$ cat src/rtl/sbc_regif_pkg.sv
package sbc_regif_pkg;

    localparam int unsigned HDR_W      = 4;
    localparam int unsigned WD_LSB     = 8;
    localparam int unsigned WD_W       = 4;
    localparam int unsigned MC_LSB     = 5;
    localparam int unsigned MC_W       = 3;
    localparam int unsigned EN_BIT     = 4;
    localparam int unsigned SDM_BIT    = 3;

    typedef enum logic [2:0] {
        OPM_STARTUP = 3'd0,
        OPM_RESTART = 3'd1,
        OPM_STANDBY = 3'd2,
        OPM_NORMAL  = 3'd3,
        OPM_FLASH   = 3'd4
    } op_mode_e;

    typedef enum logic [1:0] {
        ADR_CTRL  = 2'b00,
        ADR_SLOT1 = 2'b01,
        ADR_SLOT2 = 2'b10,
        ADR_SLOT3 = 2'b11
    } reg_addr_e;

    typedef struct packed {
        reg_addr_e addr;
        logic      rrs;
        logic      ro;
    } hdr_t;

    function automatic op_mode_e norm_mode(input logic [2:0] raw);
        case (raw)
            3'd1:    return OPM_RESTART;
            3'd2:    return OPM_STANDBY;
            3'd3:    return OPM_NORMAL;
            3'd4:    return OPM_FLASH;
            default: return OPM_STARTUP;
        endcase
    endfunction

    function automatic logic is_run(input op_mode_e m);
        return (m == OPM_STANDBY) || (m == OPM_NORMAL);
    endfunction

    function automatic logic is_boot(input op_mode_e m);
        return (m == OPM_STARTUP) || (m == OPM_RESTART);
    endfunction

endpackage

$ cat src/rtl/sbc_spi_sync.sv
module sbc_spi_sync #(
    parameter int unsigned SYNC_STAGES = 2
) (
    input  logic clk,
    input  logic rst_n,
    input  logic sclk,
    input  logic csn,
    input  logic mosi,
    output logic sclk_rise,
    output logic sclk_fall,
    output logic cs_fall,
    output logic cs_rise,
    output logic mosi_s
);
    localparam int unsigned PW = 3;
    localparam logic [PW-1:0] RST_V = 3'b010;

    logic [PW-1:0] pipe [SYNC_STAGES];
    logic [1:0]    prev_q;
    logic [PW-1:0] last;

    genvar g;
    generate
        for (g = 0; g < SYNC_STAGES; g++) begin : g_stage
            if (g == 0) begin : g_first
                always_ff @(posedge clk or negedge rst_n) begin
                    if (!rst_n) pipe[g] <= RST_V;
                    else        pipe[g] <= {sclk, csn, mosi};
                end
            end else begin : g_next
                always_ff @(posedge clk or negedge rst_n) begin
                    if (!rst_n) pipe[g] <= RST_V;
                    else        pipe[g] <= pipe[g-1];
                end
            end
        end
    endgenerate

    assign last = pipe[SYNC_STAGES-1];

    always_ff @(posedge clk or negedge rst_n) begin
        if (!rst_n) prev_q <= 2'b01;
        else        prev_q <= last[2:1];
    end

    assign sclk_rise = last[2] & ~prev_q[1];
    assign sclk_fall = ~last[2] & prev_q[1];
    assign cs_fall   = ~last[1] & prev_q[0];
    assign cs_rise   = last[1] & ~prev_q[0];
    assign mosi_s    = last[0];

endmodule

$ cat src/rtl/sbc_spi_frame.sv
module sbc_spi_frame #(
    parameter int unsigned HDR_BITS  = 4,
    parameter int unsigned DATA_BITS = 12
) (
    input  logic                 clk,
    input  logic                 rst_n,
    input  logic                 sclk_rise,
    input  logic                 sclk_fall,
    input  logic                 cs_fall,
    input  logic                 cs_rise,
    input  logic                 mosi_s,
    input  logic [DATA_BITS-1:0] tx_word,
    output logic                 hdr_load,
    output logic                 commit,
    output logic [HDR_BITS-1:0]  hdr_bits,
    output logic [DATA_BITS-1:0] data_bits,
    output logic                 miso
);
    localparam int unsigned FRAME_BITS = HDR_BITS + DATA_BITS;
    localparam int unsigned CNT_W      = $clog2(FRAME_BITS + 2);
    localparam logic [CNT_W-1:0] HDR_LAST   = CNT_W'(HDR_BITS - 1);
    localparam logic [CNT_W-1:0] FRAME_LAST = CNT_W'(FRAME_BITS - 1);

    typedef enum logic [2:0] {
        S_IDLE, S_HDR, S_LOAD, S_DATA, S_FULL, S_OVER, S_COMMIT
    } fstate_e;

    fstate_e                 state_q, state_d;
    logic [CNT_W-1:0]        cnt_q;
    logic [FRAME_BITS-1:0]   rx_q;
    logic [DATA_BITS-1:0]    tx_q;
    logic                    miso_q;
    logic                    shifting;

    // next state
    always_comb begin
        state_d = state_q;
        unique case (state_q)
            S_IDLE:   if (cs_fall) state_d = S_HDR;
            S_HDR: begin
                if (cs_rise)                               state_d = S_IDLE;
                else if (sclk_rise && cnt_q == HDR_LAST)   state_d = S_LOAD;
            end
            S_LOAD:   state_d = cs_rise ? S_IDLE : S_DATA;
            S_DATA: begin
                if (cs_rise)                               state_d = S_IDLE;
                else if (sclk_rise && cnt_q == FRAME_LAST) state_d = S_FULL;
            end
            S_FULL: begin
                if (cs_rise)        state_d = S_COMMIT;
                else if (sclk_rise) state_d = S_OVER;
            end
            S_OVER:   if (cs_rise) state_d = S_IDLE;
            S_COMMIT: state_d = S_IDLE;
            default:  state_d = S_IDLE;
        endcase
    end

    // state register
    always_ff @(posedge clk or negedge rst_n) begin
        if (!rst_n) state_q <= S_IDLE;
        else        state_q <= state_d;
    end

    // outputs
    always_comb begin
        hdr_load  = (state_q == S_LOAD);
        commit    = (state_q == S_COMMIT);
        hdr_bits  = rx_q[HDR_BITS-1:0];
        data_bits = rx_q[DATA_BITS-1:0];
        miso      = miso_q;
        shifting  = (state_q == S_HDR) || (state_q == S_DATA) || (state_q == S_FULL);
    end

    // shift datapath
    always_ff @(posedge clk or negedge rst_n) begin
        if (!rst_n) begin
            cnt_q  <= '0;
            rx_q   <= '0;
            tx_q   <= '0;
            miso_q <= 1'b0;
        end else if (state_q == S_IDLE) begin
            cnt_q  <= '0;
            rx_q   <= '0;
            tx_q   <= '0;
            miso_q <= 1'b0;
        end else begin
            if (sclk_rise && shifting) begin
                rx_q  <= {rx_q[FRAME_BITS-2:0], mosi_s};
                cnt_q <= cnt_q + 1'b1;
            end
            if (state_q == S_LOAD) begin
                tx_q <= tx_word;
            end else if (sclk_fall) begin
                miso_q <= tx_q[DATA_BITS-1];
                tx_q   <= {tx_q[DATA_BITS-2:0], 1'b0};
            end
        end
    end

endmodule

$ cat src/rtl/sbc_mode_check.sv
module sbc_mode_check
    import sbc_regif_pkg::*;
#(
    parameter int unsigned DATA_W          = 12,
    parameter logic [7:0]  LEGAL_MODE_MASK = 8'b0001_1110,
    parameter logic [15:0] LEGAL_WD_MASK   = 16'h1FFE
) (
    input  logic [DATA_W-1:0] word,
    output logic              legal
);
    logic [MC_W-1:0] mc;
    logic [WD_W-1:0] wd;

    always_comb begin
        mc    = word[MC_LSB +: MC_W];
        wd    = word[WD_LSB +: WD_W];
        legal = LEGAL_MODE_MASK[mc] & LEGAL_WD_MASK[wd];
    end

endmodule

$ cat src/rtl/sbc_reg_bank.sv
module sbc_reg_bank
    import sbc_regif_pkg::*;
#(
    parameter int unsigned DATA_W          = 12,
    parameter logic [7:0]  LEGAL_MODE_MASK = 8'b0001_1110,
    parameter logic [15:0] LEGAL_WD_MASK   = 16'h1FFE
) (
    input  logic              clk,
    input  logic              rst_n,
    input  logic              hdr_load,
    input  logic [HDR_W-1:0]  hdr_bits,
    input  logic [2:0]        op_mode_raw,
    input  logic              commit,
    input  logic [DATA_W-1:0] data,
    input  logic [DATA_W-1:0] stat_in,
    input  logic [DATA_W-1:0] diag_in,
    input  logic [DATA_W-1:0] irq_in,
    output logic [DATA_W-1:0] fb_word,
    output logic [DATA_W-1:0] mode_q,
    output logic [DATA_W-1:0] ie_q,
    output logic [DATA_W-1:0] smode_q,
    output logic [DATA_W-1:0] cfg_q,
    output logic [DATA_W-1:0] gp0_q,
    output logic [DATA_W-1:0] gp1_q,
    output logic [DATA_W-1:0] phy_q,
    output logic              wd_kick,
    output logic              rst_req
);
    hdr_t     hdr_now, hdr_q;
    op_mode_e mode_now, mode_lat;
    logic     legal;

    sbc_mode_check #(
        .DATA_W         (DATA_W),
        .LEGAL_MODE_MASK(LEGAL_MODE_MASK),
        .LEGAL_WD_MASK  (LEGAL_WD_MASK)
    ) u_mchk (
        .word (data),
        .legal(legal)
    );

    // feedback selection from the header just received
    always_comb begin
        hdr_now  = hdr_t'(hdr_bits);
        mode_now = norm_mode(op_mode_raw);
        unique case (hdr_now.addr)
            ADR_CTRL:  fb_word = hdr_now.rrs ? diag_in : stat_in;
            ADR_SLOT1: fb_word = !hdr_now.rrs ? ie_q :
                                 (is_run(mode_now) ? irq_in : smode_q);
            ADR_SLOT2: fb_word = hdr_now.rrs ? gp0_q : cfg_q;
            ADR_SLOT3: fb_word = hdr_now.rrs ? gp1_q : phy_q;
            default:   fb_word = '0;
        endcase
    end

    always_ff @(posedge clk or negedge rst_n) begin
        if (!rst_n) begin
            hdr_q    <= '0;
            mode_lat <= OPM_STARTUP;
            mode_q   <= '0;
            ie_q     <= '0;
            smode_q  <= '0;
            cfg_q    <= '0;
            gp0_q    <= '0;
            gp1_q    <= '0;
            phy_q    <= '0;
            wd_kick  <= 1'b0;
            rst_req  <= 1'b0;
        end else begin
            wd_kick <= 1'b0;
            rst_req <= 1'b0;
            if (hdr_load) begin
                hdr_q    <= hdr_now;
                mode_lat <= mode_now;
            end
            if (commit && !hdr_q.ro) begin
                unique case (hdr_q.addr)
                    ADR_CTRL: begin
                        if (legal) begin
                            mode_q  <= data;
                            wd_kick <= 1'b1;
                        end else begin
                            rst_req <= 1'b1;
                        end
                    end
                    ADR_SLOT1: begin
                        if (is_boot(mode_lat)) smode_q <= data;
                        else                   ie_q    <= data;
                    end
                    ADR_SLOT2: begin
                        if (is_run(mode_lat)) cfg_q <= data;
                        else                  gp0_q <= data;
                    end
                    ADR_SLOT3: begin
                        if (is_run(mode_lat)) phy_q <= data;
                        else                  gp1_q <= data;
                    end
                    default: ;
                endcase
            end
        end
    end

endmodule

$ cat src/rtl/sbc_spi_regif.sv
module sbc_spi_regif
    import sbc_regif_pkg::*;
#(
    parameter int unsigned DATA_W          = 12,
    parameter int unsigned SYNC_STAGES     = 2,
    parameter logic [7:0]  LEGAL_MODE_MASK = 8'b0001_1110,
    parameter logic [15:0] LEGAL_WD_MASK   = 16'h1FFE
) (
    input  logic              clk,
    input  logic              rst_n,
    input  logic              spi_sclk,
    input  logic              spi_csn,
    input  logic              spi_mosi,
    output logic              spi_miso,
    input  logic [2:0]        op_mode,
    input  logic [DATA_W-1:0] stat_in,
    input  logic [DATA_W-1:0] diag_in,
    input  logic [DATA_W-1:0] irq_in,
    output logic [DATA_W-1:0] mode_word,
    output logic [DATA_W-1:0] ie_word,
    output logic [DATA_W-1:0] smode_word,
    output logic [DATA_W-1:0] cfg_word,
    output logic [DATA_W-1:0] gp0_word,
    output logic [DATA_W-1:0] gp1_word,
    output logic [DATA_W-1:0] phy_word,
    output logic              glob_en,
    output logic              sdm_en,
    output logic              wd_kick,
    output logic              rst_req
);
    logic              sclk_rise, sclk_fall, cs_fall, cs_rise, mosi_s;
    logic              hdr_load, commit;
    logic [HDR_W-1:0]  hdr_bits;
    logic [DATA_W-1:0] data_bits, fb_word;

    sbc_spi_sync #(.SYNC_STAGES(SYNC_STAGES)) u_sync (
        .clk      (clk),
        .rst_n    (rst_n),
        .sclk     (spi_sclk),
        .csn      (spi_csn),
        .mosi     (spi_mosi),
        .sclk_rise(sclk_rise),
        .sclk_fall(sclk_fall),
        .cs_fall  (cs_fall),
        .cs_rise  (cs_rise),
        .mosi_s   (mosi_s)
    );

    sbc_spi_frame #(.HDR_BITS(HDR_W), .DATA_BITS(DATA_W)) u_frame (
        .clk      (clk),
        .rst_n    (rst_n),
        .sclk_rise(sclk_rise),
        .sclk_fall(sclk_fall),
        .cs_fall  (cs_fall),
        .cs_rise  (cs_rise),
        .mosi_s   (mosi_s),
        .tx_word  (fb_word),
        .hdr_load (hdr_load),
        .commit   (commit),
        .hdr_bits (hdr_bits),
        .data_bits(data_bits),
        .miso     (spi_miso)
    );

    sbc_reg_bank #(
        .DATA_W         (DATA_W),
        .LEGAL_MODE_MASK(LEGAL_MODE_MASK),
        .LEGAL_WD_MASK  (LEGAL_WD_MASK)
    ) u_bank (
        .clk        (clk),
        .rst_n      (rst_n),
        .hdr_load   (hdr_load),
        .hdr_bits   (hdr_bits),
        .op_mode_raw(op_mode),
        .commit     (commit),
        .data       (data_bits),
        .stat_in    (stat_in),
        .diag_in    (diag_in),
        .irq_in     (irq_in),
        .fb_word    (fb_word),
        .mode_q     (mode_word),
        .ie_q       (ie_word),
        .smode_q    (smode_word),
        .cfg_q      (cfg_word),
        .gp0_q      (gp0_word),
        .gp1_q      (gp1_word),
        .phy_q      (phy_word),
        .wd_kick    (wd_kick),
        .rst_req    (rst_req)
    );

    assign glob_en = mode_word[EN_BIT];
    assign sdm_en  = mode_word[SDM_BIT];

endmodule

$ cat config.mk
export PLATFORM = sky130hd
export DESIGN_NAME = sbc_spi_regif
export DESIGN_NICKNAME = d
export VERILOG_FILES = /design/src/rtl/sbc_regif_pkg.sv /design/src/rtl/sbc_spi_sync.sv /design/src/rtl/sbc_spi_frame.sv /design/src/rtl/sbc_mode_check.sv /design/src/rtl/sbc_reg_bank.sv /design/src/rtl/sbc_spi_regif.sv
export SDC_FILE = /design/constraint.sdc
export NUM_CORES = 1
export LEC_CHECK = 0
export BUFFER_PORTS_ARGS = -buffer_cell sky130_fd_sc_hd__buf_4
export CAP_MARGIN = 20
export CORE_MARGIN = 10
export CORE_UTILIZATION = 59
export DETAILED_ROUTE_END_ITERATION = 12
export PLACE_DENSITY_LB_ADDON = 0.08
export SYNTH_ARGS = -nofsm -noshare
export SYNTH_HDL_FRONTEND = slang
export SYNTH_HIERARCHICAL = 1
export SYNTH_SLANG_ARGS = --single-unit
$ cat constraint.sdc
create_clock -name clk -period 4.1 [get_ports clk]
set_input_delay 0.205 -clock clk [delete_from_list [all_inputs] [get_ports clk]]
set_output_delay 0.205 -clock clk [all_outputs]
set_load 0.05 [all_outputs]
==> impl_results.md, run 1 <==
- Status: complete, no violations
- Syn Inst Count: between 500 and 600
- Final Hold Fails: 0
- CTS sink cnt: about 130
- Tightest Hold Check Type: input pin to asynchronous set/reset pin
- Setup TNS Final: 0 ns
- Syn avg cell area: ~13 µm²
- Final setup viols: 0
- DR WL/cell: roughly 22 µm
- Port Buf Inserts: between 100 and 150
- Finished layout cell area: between 8000 and 9000 µm²
- Vias in the first global route: ~5000
- Yosys warns: 6
- Fin. max-slew vios: 0
- Synthesized cell area: 6490 µm²
- Top cell type's share of synthesized area: 0.498
- DR vias: between 4000 and 5000
- Clk_lat worst skew: 0.52 ns
- Top_reg_cell synth: dfrtp_1
- Crit-path most repeated cell: nor2_1
- Max clock buf depth: 2
- Antenna-violating nets left: 0
- CP max stage cell: nor2_1
- Worst Path Required: roughly 4.5 ns
- Crit. Startpoint: u_frame/state_q[1]
- Period utilization: 0.640
- Flops & latches, synth: about 130
- Total power: around 3.6 mW
- Maximum fanout along the worst path: 16
- Antenna Cells: 0
- Area leader, netlist: dfrtp_1
- Commonest cells post-synth: dfrtp_1, mux2_2, nand2_1
- Fmax: between 300 and 400 MHz
- GPL Wtd Cong: 0.877
- H-tree levels: 4
- Crit. End Element: flop
- Core area: about 11000 µm²
- Nets: 681
- Fraction of registers with async set/reset: 1.00
- Boundary Pins: around 130
- Worst hold margin: about 0.31 ns
- DIE HEIGHT: roughly 120 µm
- Power per cell area: ~450 nW/µm²
- Number of detailed-route iterations in the first pass: 5
- Leak Pwr: just under 4 nW
- Residual DRC count: 0
- Full die area: roughly 16000 µm²
- Clock skew: between 0.004 and 0.005 ns
- DRT Wirelength: 17500 µm
- Synthesized Nets: around 560
- Sequential share of the synthesized area: 0.510
- Root buf cell: clkbuf_8
- Max-cap viol count: 0
- Total congestion overflow: 0
- Post-synth EDFFs: 0
- Die X: about 120 µm
- Area added between synthesis and finish: 23.5%
- Min cycle time layout: 2.63 ns
- CTS tree: built
- Synth unique cells: 53
- Share of cells above drive strength 1: 0.447
- Final core occ: 0.742
- Slowest stage delay, CP: roughly 0.8 ns
- Global-route wire length before repair: 27800 µm
- Worst EP arrival: 3.03 ns
- Initial antenna violation count: 0
- Cell area after placement: between 7000 and 8000 µm²
- Initial Util: 0.601
- GRT Overall Usage: 0.223
- Clock Pin Slew Worst Setup and Hold Paths: about 0.060 ns
- DRT iter0 DRCs: between 300 and 400
- Number of buffers created by CTS: 17
- RSZ-0062 raised after global routing: false
- RR Startpoint: u_frame/state_q[1]
- Top-count cell post-synth: dfrtp_1
- Post-detail-place hpwl: roughly 12000 µm
- CP Class: flop to flop
- Largest net degree at the start of global routing: 70
- Startpoint Class: flop
- Worst vdd ir: between 0.0003 and 0.0004 V
- Drt via density: ~6.1
- Top post-synthesis cells by area: dfrtp_1, mux2_2, mux2i_1
- Rel. slew slack: 0.332
- Worst Max-Slew Pin Slew: approximately 1 ns
- Row Count: 38
- Critical path, cell by cell: nand2_1 > nor2_1 > nand4b_1 > nor2_1 > mux2_2
[through the flow]
step | setup WS [ns] | cells
CTS | 1.50 | 787
finish | 1.47 | 787
floorplan | 2.13 | 515
global placement | 1.61 | 749
detailed placement | 1.52 | 750
global route | 1.31 | 787
[cells in the final DEF, fill, tap and decap left out, types with 16 or more instances in the layout]
cell type  synthesis  layout
buf_4             12     135
clkbuf_16          0      16
dfrtp_1          129     128
inv_1             19      19
mux2_2            86      86
mux2i_1           27      27
nand2_1           34      34
nand3_1           21      21
nor2_1            18      18
o21ai_0           30      30
[final cells by class]
| cell class | instances | area, µm² |
|---|---|---|
| clock inverters | 11 | 110 |
| multi-input cells | 322 | 2800 |
| clock buffers | 20 | 445 |
| repair buffers | 143 | 1100 |
| well taps | 140 | 175 |
| fillers | 763 | 2780 |
| inverters | 19 | 71.3 |
| flip-flops and latches | 132 | 3310 |
[flip-flops by register name (all words and copies together), names as in the netlist, 2 cells and up]
register,cells
u_sync/prev_q,2
u_frame/tx_q,12
u_sync/last,3
u_bank/hdr_q,3
u_bank/mode_q,12
u_bank/ie_q,12
u_bank/mode_lat,2
u_frame/cnt_q,5
u_bank/gp1_q,12
u_bank/cfg_q,12
u_frame/state_q,3
u_bank/phy_q,12
u_bank/smode_q,12
u_frame/rx_q,12
u_bank/gp0_q,12
u_sync/pipe,3
[kinds of logic after synthesis]
family                   count (synthesis)  share of synthesized area
buffers and inverters                   61                     0.0584
AND/OR/NAND/NOR                        117                      0.107
multiplexers                           127                      0.239
adder cells (fa/ha/maj)                  2                    0.00386
flip-flops                             132                      0.510
AO/OA/AOI/OAI                           76                     0.0820
[worst max-delay path, delay by kind of cell (launching register included)]
family / cells / cell delay (ns)
AND/OR/NAND/NOR: 4 / 1.40
multiplexers: 1 / 0.43
flip-flops: 1 / 0.68
[power breakdown]
part	internal (mW)	leakage, nW	switching [mW]	total [mW]
sequential	1.41	1.81	0.148	1.56
clock	0.884	0.276	0.529	1.41
combinational	0.271	1.87	0.353	0.624
[worst paths after layout]
check | endpoint | slack [ns] | cells past startpoint
max in group asynchronous | u_bank/gp0_q[4] | 2.93 | 3
min reg2reg | u_sync/last[1] | 0.35 | 0
max reg2reg | u_bank/gp1_q[9] | 1.47 | 5
min in group clk | u_frame/tx_q[0] | 0.31 | 6
max | u_bank/gp1_q[9] | 1.47 | 5
min | u_frame/tx_q[5] | 0.31 | 2
[timing repair]
| action | 4_1_cts | 5_1_grt |
|---|---|---|
| buffers inserted | 0 | 0 |
| hold endpoints to repair | 64 | 0 |
| gates resized for setup | 0 | 0 |
| hold buffers | 6 | 0 |
[routing by layer]
| metal | up-vias | GRT usage | wire (µm) |
|---|---|---|---|
| met3 | 31 | 0.0579 | 974 |
| met2 | 175 | 0.358 | 8650 |
| met4 | 0 | 0.112 | 583 |
| met5 | - | 0 | 0 |
| li1 | 2119 | - | - |
| met1 | 2441 | 0.271 | 7260 |
(Power assumes the default switching activity.)
==> inputs of run 2 (changes only) <==
- CORE_UTILIZATION: 59 -> 50
- clock period: 4.1 -> 2.3 ns (I/O delays scaled with it)
==> run 2 against run 1 <==
Clock skew increased by 0.0013 ns. Worst setup slack worse by 1.3 ns. Design area rose by 1.9%. Total power increased by 78%. Sequential cell count did not move. Global-route usage fell by 2.2 points. Die area up 15%. First-iteration DRC count shrank 3.7%. Core utilization shrank 9.8 points. Worst hold slack lost 0.29 ns. Count of clock-buffer cells in the layout rose by 6.
==> impl_results.md, run 2 (synthesized netlist as in run 1, its figures left out) <==
- Status: complete, no violations
- Metal2 WL: 8220 µm (-5.0%)
- CP max stage cell: dfrtp_4
- Worst vdd ir: 0.000424 V (+30%)
- Core area: 12700 µm² (+17%)
- H-tree levels: 4 (unchanged)
- Commonest non-fill, non-tap cell in the layout: buf_4
- Finished layout cell area: 8160 µm² (+1.9%)
- CP Class: flop to flop
- Commonest non-fill, non-tap cells in the layout: buf_4, dfrtp_1, mux2_2, nand2_1, o21ai_0
- Vias in the first global route: 4921 (-2.3%)
- Antenna Cells: 0 (unchanged)
- Critical path, cell by cell: buf_4 > o21ai_0 > a311oi_1 > o22a_1 > nor2_1 > a211oi_1
- Period utilization: 0.930 (+0.289)
- Port Buf Inserts: 132 (unchanged)
- Max clock buf depth: 2 (unchanged)
- Worst path bufs/invs: 1 (+1)
- Worst path setup slack after routing: 0.162 ns (-1.31 ns)
- Drt via density: 5.70 (-5.8%)
- Worst Max-Slew Pin Slew: 0.816 ns (-0.182 ns)
- Worst hold margin: 0.0144 ns (-0.291 ns)
- Nets: 698 (+2.5%)
- DR vias: 4775 (+0.19%)
- GRT Overall Usage: 0.200 (-0.0223)
- Min cycle time layout: 2.14 ns (-0.488 ns)
- Fmax: 468 MHz (+23%)
- Dpl cells: 800 (+6.7%)
- Number of buffers created by CTS: 17 (unchanged)
- GPL Wtd Cong: 0.810 (-7.7%)
- Residual DRC count: 0 (unchanged)
- Full die area: 17900 µm² (+15%)
- CTS sink cnt: 132 (unchanged)
- Initial Util: 0.512 (-0.0891)
- Setup TNS Final: 0 ns (unchanged)
- Share of cells above drive strength 1: 0.454 (+0.00746)
- DRT Wirelength: 17900 µm (+2.7%)
- Max layer used: met4
- Fin. max-slew vios: 0 (unchanged)
- Clock skew: 0.00603 ns (+0.00132 ns)
- Crit. End Element: flop
- CTS tree: built
- Final core occ: 0.644 (-0.0983)
- Final Hold Fails: 0 (unchanged)
- Power per cell area: 785 nW/µm² (+75%)
- Number of detailed-route iterations in the first pass: 5 (unchanged)
- RSZ-0062 raised after global routing: false
- Worst Path Required: 2.60 ns (-1.90 ns)
- Die X: 134 µm (+7.2%)
- Clk_lat worst skew: 0.41 ns (-0.11 ns)
- Initial antenna violation count: 0 (unchanged)
- Post-place setup slack: 0.138 ns (-1.38 ns)
- Max-cap viol count: 0 (unchanged)
- Leak Pwr: 4.03 nW (+1.9%)
- Post-detail-place hpwl: 12600 µm (+4.3%)
- Post-route insts no fill: 837 (+6.4%)
- Boundary Pins: 133 (unchanged)
- Met3 Wirelength: 1370 µm (+41%)
- Cell area after placement: 7570 µm² (+2.4%)
- Maximum fanout along the worst path: 29 (+13)
- Global-route wire length before repair: 28600 µm (+2.8%)
- Worst EP arrival: 2.44 ns (-0.59 ns)
- Total power: 6.41 mW (+78%)
- CP top delay family: compound AO/OA/AOI/OAI gates
- Final setup viols: 0 (unchanged)
- Slowest stage delay, CP: 0.63 ns (-0.16 ns)
- Root buf cell: clkbuf_16
- DR WL/cell: 21.4 µm (-3.4%)
- Area added between synthesis and finish: 25.8%
- DRT iter0 DRCs: 334 (-3.7%)
- Tightest Hold Check Type: input pin to flop
- Met1 Wirelength: 8090 µm (+11%)
- Antenna-violating nets left: 0 (unchanged)
- Startpoint Class: flop
- Row Count: 41 (+7.9%)
- Clock Pin Slew Worst Setup and Hold Paths: 0.05 ns (about the same)
- Largest net degree at the start of global routing: 50 (-29%)
- Rel. slew slack: 0.456 (+0.123)
- Total congestion overflow: 0 (unchanged)
- DIE HEIGHT: 134 µm (+7.2%)
-- run 2: cell types whose count changed in the layout (fill, tap and decap cells not counted), sizes merged --
| cell | before | now |
|---|---|---|
| bufinv | 2 | 1 |
| clkinv | 7 | 5 |
| buf | 137 | 155 |
| clkinvlp | 2 | 0 |
| clkbuf | 20 | 26 |
| dlygate4sd3 | 6 | 5 |
-- run 2: worst paths after layout --
| check | start | endpoint | slack (ns) | cells past startpoint |
|---|---|---|---|---|
| max in group asynchronous | rst_n | u_sync/last[1] | 1.25 | 3 |
| min reg2reg | u_sync/pipe[3] | u_sync/last[0] | 0.35 | 0 |
| min in group asynchronous | rst_n | u_sync/last[2] | 0.26 | 2 |
| max | u_frame/rx_q[1] | u_frame/tx_q[7] | 0.16 | 6 |
| min | op_mode[1] | u_bank/mode_lat[2] | 0.01 | 2 |
| max reg2reg | u_frame/rx_q[1] | u_frame/tx_q[7] | 0.16 | 6 |
-- run 2: per-layer routing --
metal	GRT usage	up-vias
met2	0.305	191
met3	0.0530	17
li1	-	2162
met4	0.0611	0
met5	0	-
met1	0.273	2405
-- run 2: repair_timing --
action / CTS / global route
endpoints found under the setup margin: 0 / 5
endpoints found under the hold margin: 47 / 0
resized for setup: 0 / 1
buffers inserted: 0 / 0
hold buffers: 5 / 0
-- run 2: final cells by class --
class / instances / area [µm²]
clock inverters: 6 / 55.1
clock buffers: 26 / 479
fillers: 1028 / 4510
repair buffers: 160 / 1230
well taps: 172 / 215
flip-flops and latches: 132 / 3310
multi-input cells: 322 / 2800
inverters: 19 / 71.3
-- run 2: report_power, final --
group / internal, mW / switching [mW] / leakage, nW
combinational: 0.523 / 0.737 / 1.96
sequential: 2.51 / 0.182 / 1.81
clock: 1.53 / 0.919 / 0.266
==> inputs of run 3 (changes only) <==
- CORE_UTILIZATION: 50 -> 51
- CTS_BUF_LIST: not set -> sky130_fd_sc_hd__clkbuf_2
- PLACE_DENSITY: not set -> 0.89
- PLACE_DENSITY_LB_ADDON: 0.08 -> not set
==> run 3 against run 2 <==
Cell count down 0.12%. First-iteration DRC count up 37%. Clock power decreased by 53%. Critical endpoint is now u_bank/mode_lat[2]. Largest power group unchanged. Core utilization shrank 1.9 points. Non-clock buffer count down 2. Wire length is 3.6% higher.
==> impl_results.md, run 3 (synthesized netlist as in run 1, its figures left out) <==
- Final setup viols: 0 (unchanged)
- CTS tree: built
- CP Class: flop to flop
- Post-route insts no fill: 836 (-0.12%)
- Antenna-violating nets left: 0 (unchanged)
- Clk_lat worst skew: 0.66 ns (+0.25 ns)
- Slowest stage delay, CP: 0.60 ns (-0.03 ns)
- DRT Wirelength: 18600 µm (+3.6%)
- Worst EP arrival: 2.72 ns (+0.28 ns)
- Global-route wire length before repair: 29000 µm (+1.5%)
- Residual DRC count: 0 (unchanged)
- Core area: 12500 µm² (-1.2%)
- Die X: 133 µm (-0.84%)
- Reg area: 3310 µm² (about the same)
- CTS sink cnt: 132 (unchanged)
- Share of cells above drive strength 1: 0.449 (-0.00466)
- Root buf cell: clkbuf_2
- DIE HEIGHT: 133 µm (-0.84%)
- Max clock buf depth: 2 (unchanged)
- Full die area: 17600 µm² (-1.7%)
- Status: complete, no violations
- Worst Path Required: 2.89 ns (+0.29 ns)
- Clock skew: 0.0350 ns (+0.0289 ns)
- Nets: 696 (-0.29%)
- Max-cap viol count: 0 (unchanged)
- Period utilization: 0.923 (-0.00702)
- Port Buf Inserts: 132 (unchanged)
- Boundary Pins: 133 (unchanged)
- Worst Max-Slew Pin Slew: 0.738 ns (-0.0784 ns)
- Setup TNS Final: 0 ns (unchanged)
- Number of detailed-route iterations in the first pass: 6 (+1)
- Rel. slew slack: 0.508 (+0.0523)
- Fin. max-slew vios: 0 (unchanged)
- CP max stage cell: dlygate4sd3_1
- Vias in the first global route: 5309 (+7.9%)
- Largest net degree at the start of global routing: 57 (+14%)
- Leak Pwr: 3.89 nW (-3.6%)
- Commonest non-fill, non-tap cell in the layout: buf_4
- DR WL/cell: 22.2 µm (+3.7%)
- GRT Overall Usage: 0.207 (+0.00633)
- Fillers: 976 (-5.1%)
- Tightest Hold Check Type: input pin to flop
- Final Hold Fails: 0 (unchanged)
- Number of buffers created by CTS: 17 (unchanged)
- Area added between synthesis and finish: 20.5%
- Worst vdd ir: 0.000342 V (-19%)
- Power per cell area: 655 nW/µm² (-17%)
- H-tree levels: 4 (unchanged)
- Initial antenna violation count: 1 (+1)
- DRT iter0 DRCs: 458 (+37%)
- Min cycle time layout: 2.12 ns (-0.0161 ns)
- Initial Util: 0.518 (+0.00630)
- Critical path, cell by cell: nor2_2 > nand2_2 > inv_1 > nand2_1 > o32ai_1 > dlygate4sd3_1
- Clock Pin Slew Worst Setup and Hold Paths: 0.18 ns (+0.13 ns)
- Multi-input logic area: 2800 µm² (unchanged)
- Fmax: 471 MHz (+0.76%)
- Crit. End Element: flop
- DR vias: 4972 (+4.1%)
- Post-detail-place hpwl: 13100 µm (+3.6%)
- Row Count: 41 (unchanged)
- GPL Wtd Cong: 0.892 (+10%)
- Drt via density: 5.95 (+4.3%)
- Commonest non-fill, non-tap cells in the layout: buf_4, dfrtp_1, mux2_2, nand2_1, o21ai_0
- Total congestion overflow: 0 (unchanged)
- Setup Buffers After CTS: 0 (unchanged)
- Startpoint Class: flop
- Maximum fanout along the worst path: 14 (-52%)
- Dpl cells: 795 (-0.63%)
- RSZ-0062 raised after global routing: false
==> run 3: cell count changes in the layout (fill, tap and decap cells not counted) <==
cell	delta
dfrtp_4	-1
dlygate4sd3_1	+2
dfrtp_2	+1
clkinv_1	+7
clkbuf_2	+22
buf_12	+2
diode_2	+1
clkbuf_16	-17
buf_4	-6
clkinv_2	-3
clkbuf_8	-2
clkbuf_1	-7
==> run 3: through the flow <==
step	instance area [µm²]	hold slack (ns)	power, mW	worst slack, ns	utilization
floorplan	6490	-0.181	3.65	0.334	-
global placement	7550	0.146	3.87	0.294	0.603
detailed placement	7550	0.160	3.94	0.271	0.603
CTS	7810	0.0645	5.12	0.226	0.624
global route	7820	0.0232	5.38	0.0819	0.624
finish	7820	0.129	5.12	0.178	0.624
==> run 3: power breakdown <==
group	leakage (nW)	switching (mW)	internal (mW)	total [mW]
combinational	1.96	0.723	0.532	1.25
clock	0.124	0.770	0.383	1.15
sequential	1.81	0.209	2.51	2.71
total	3.89	1.70	3.42	5.12
==> run 3: critical path: cells and delay by family, from the launching register on <==
| kind | cells | cell delay, ns |
|---|---|---|
| buffers and inverters | 2 | 0.79 |
| AND/OR/NAND/NOR | 3 | 0.48 |
| AO/OA/AOI/OAI | 1 | 0.23 |
| flip-flops | 1 | 0.57 |
==> run 3: worst paths after layout <==
check | startpoint | end | slack [ns] | cells past startpoint
setup / recovery | u_frame/state_q[0] | u_bank/mode_lat[2] | 0.18 | 6
hold / removal | spi_mosi | u_sync/pipe[3] | 0.13 | 2
setup reg to reg | u_frame/state_q[0] | u_bank/mode_lat[2] | 0.18 | 6
hold reg to reg | u_sync/last[1] | u_sync/prev_q[0] | 0.37 | 0
max in group asynchronous | rst_n | u_bank/hdr_q[2] | 1.40 | 4
min in group asynchronous | rst_n | u_sync/prev_q[0] | 0.56 | 3
==> run 3: timing repair <==
action / in CTS / in global routing
hold buffers: 8 / 0
hold endpoints to repair: 136 / 0
gates resized for setup: 0 / 0
==> run 3: cell type report <==
class	instances	share of cell area
clock buffers	22	0.0141
repair buffers	158	0.159
inverters	19	0.00912
well taps	172	0.0275
diodes	1	0.000320
multi-input cells	322	0.358
clock inverters	10	0.00848
flip-flops and latches	132	0.423
==> run 3: layer usage <==
metal | vias to the layer above | global-route usage | part of all wire
met5 | - | 0 | 0
met4 | 0 | 0.0813 | 0.021
met3 | 37 | 0.0628 | 0.084
met2 | 284 | 0.327 | 0.49
met1 | 2500 | 0.259 | 0.41
li1 | 2151 | - | -
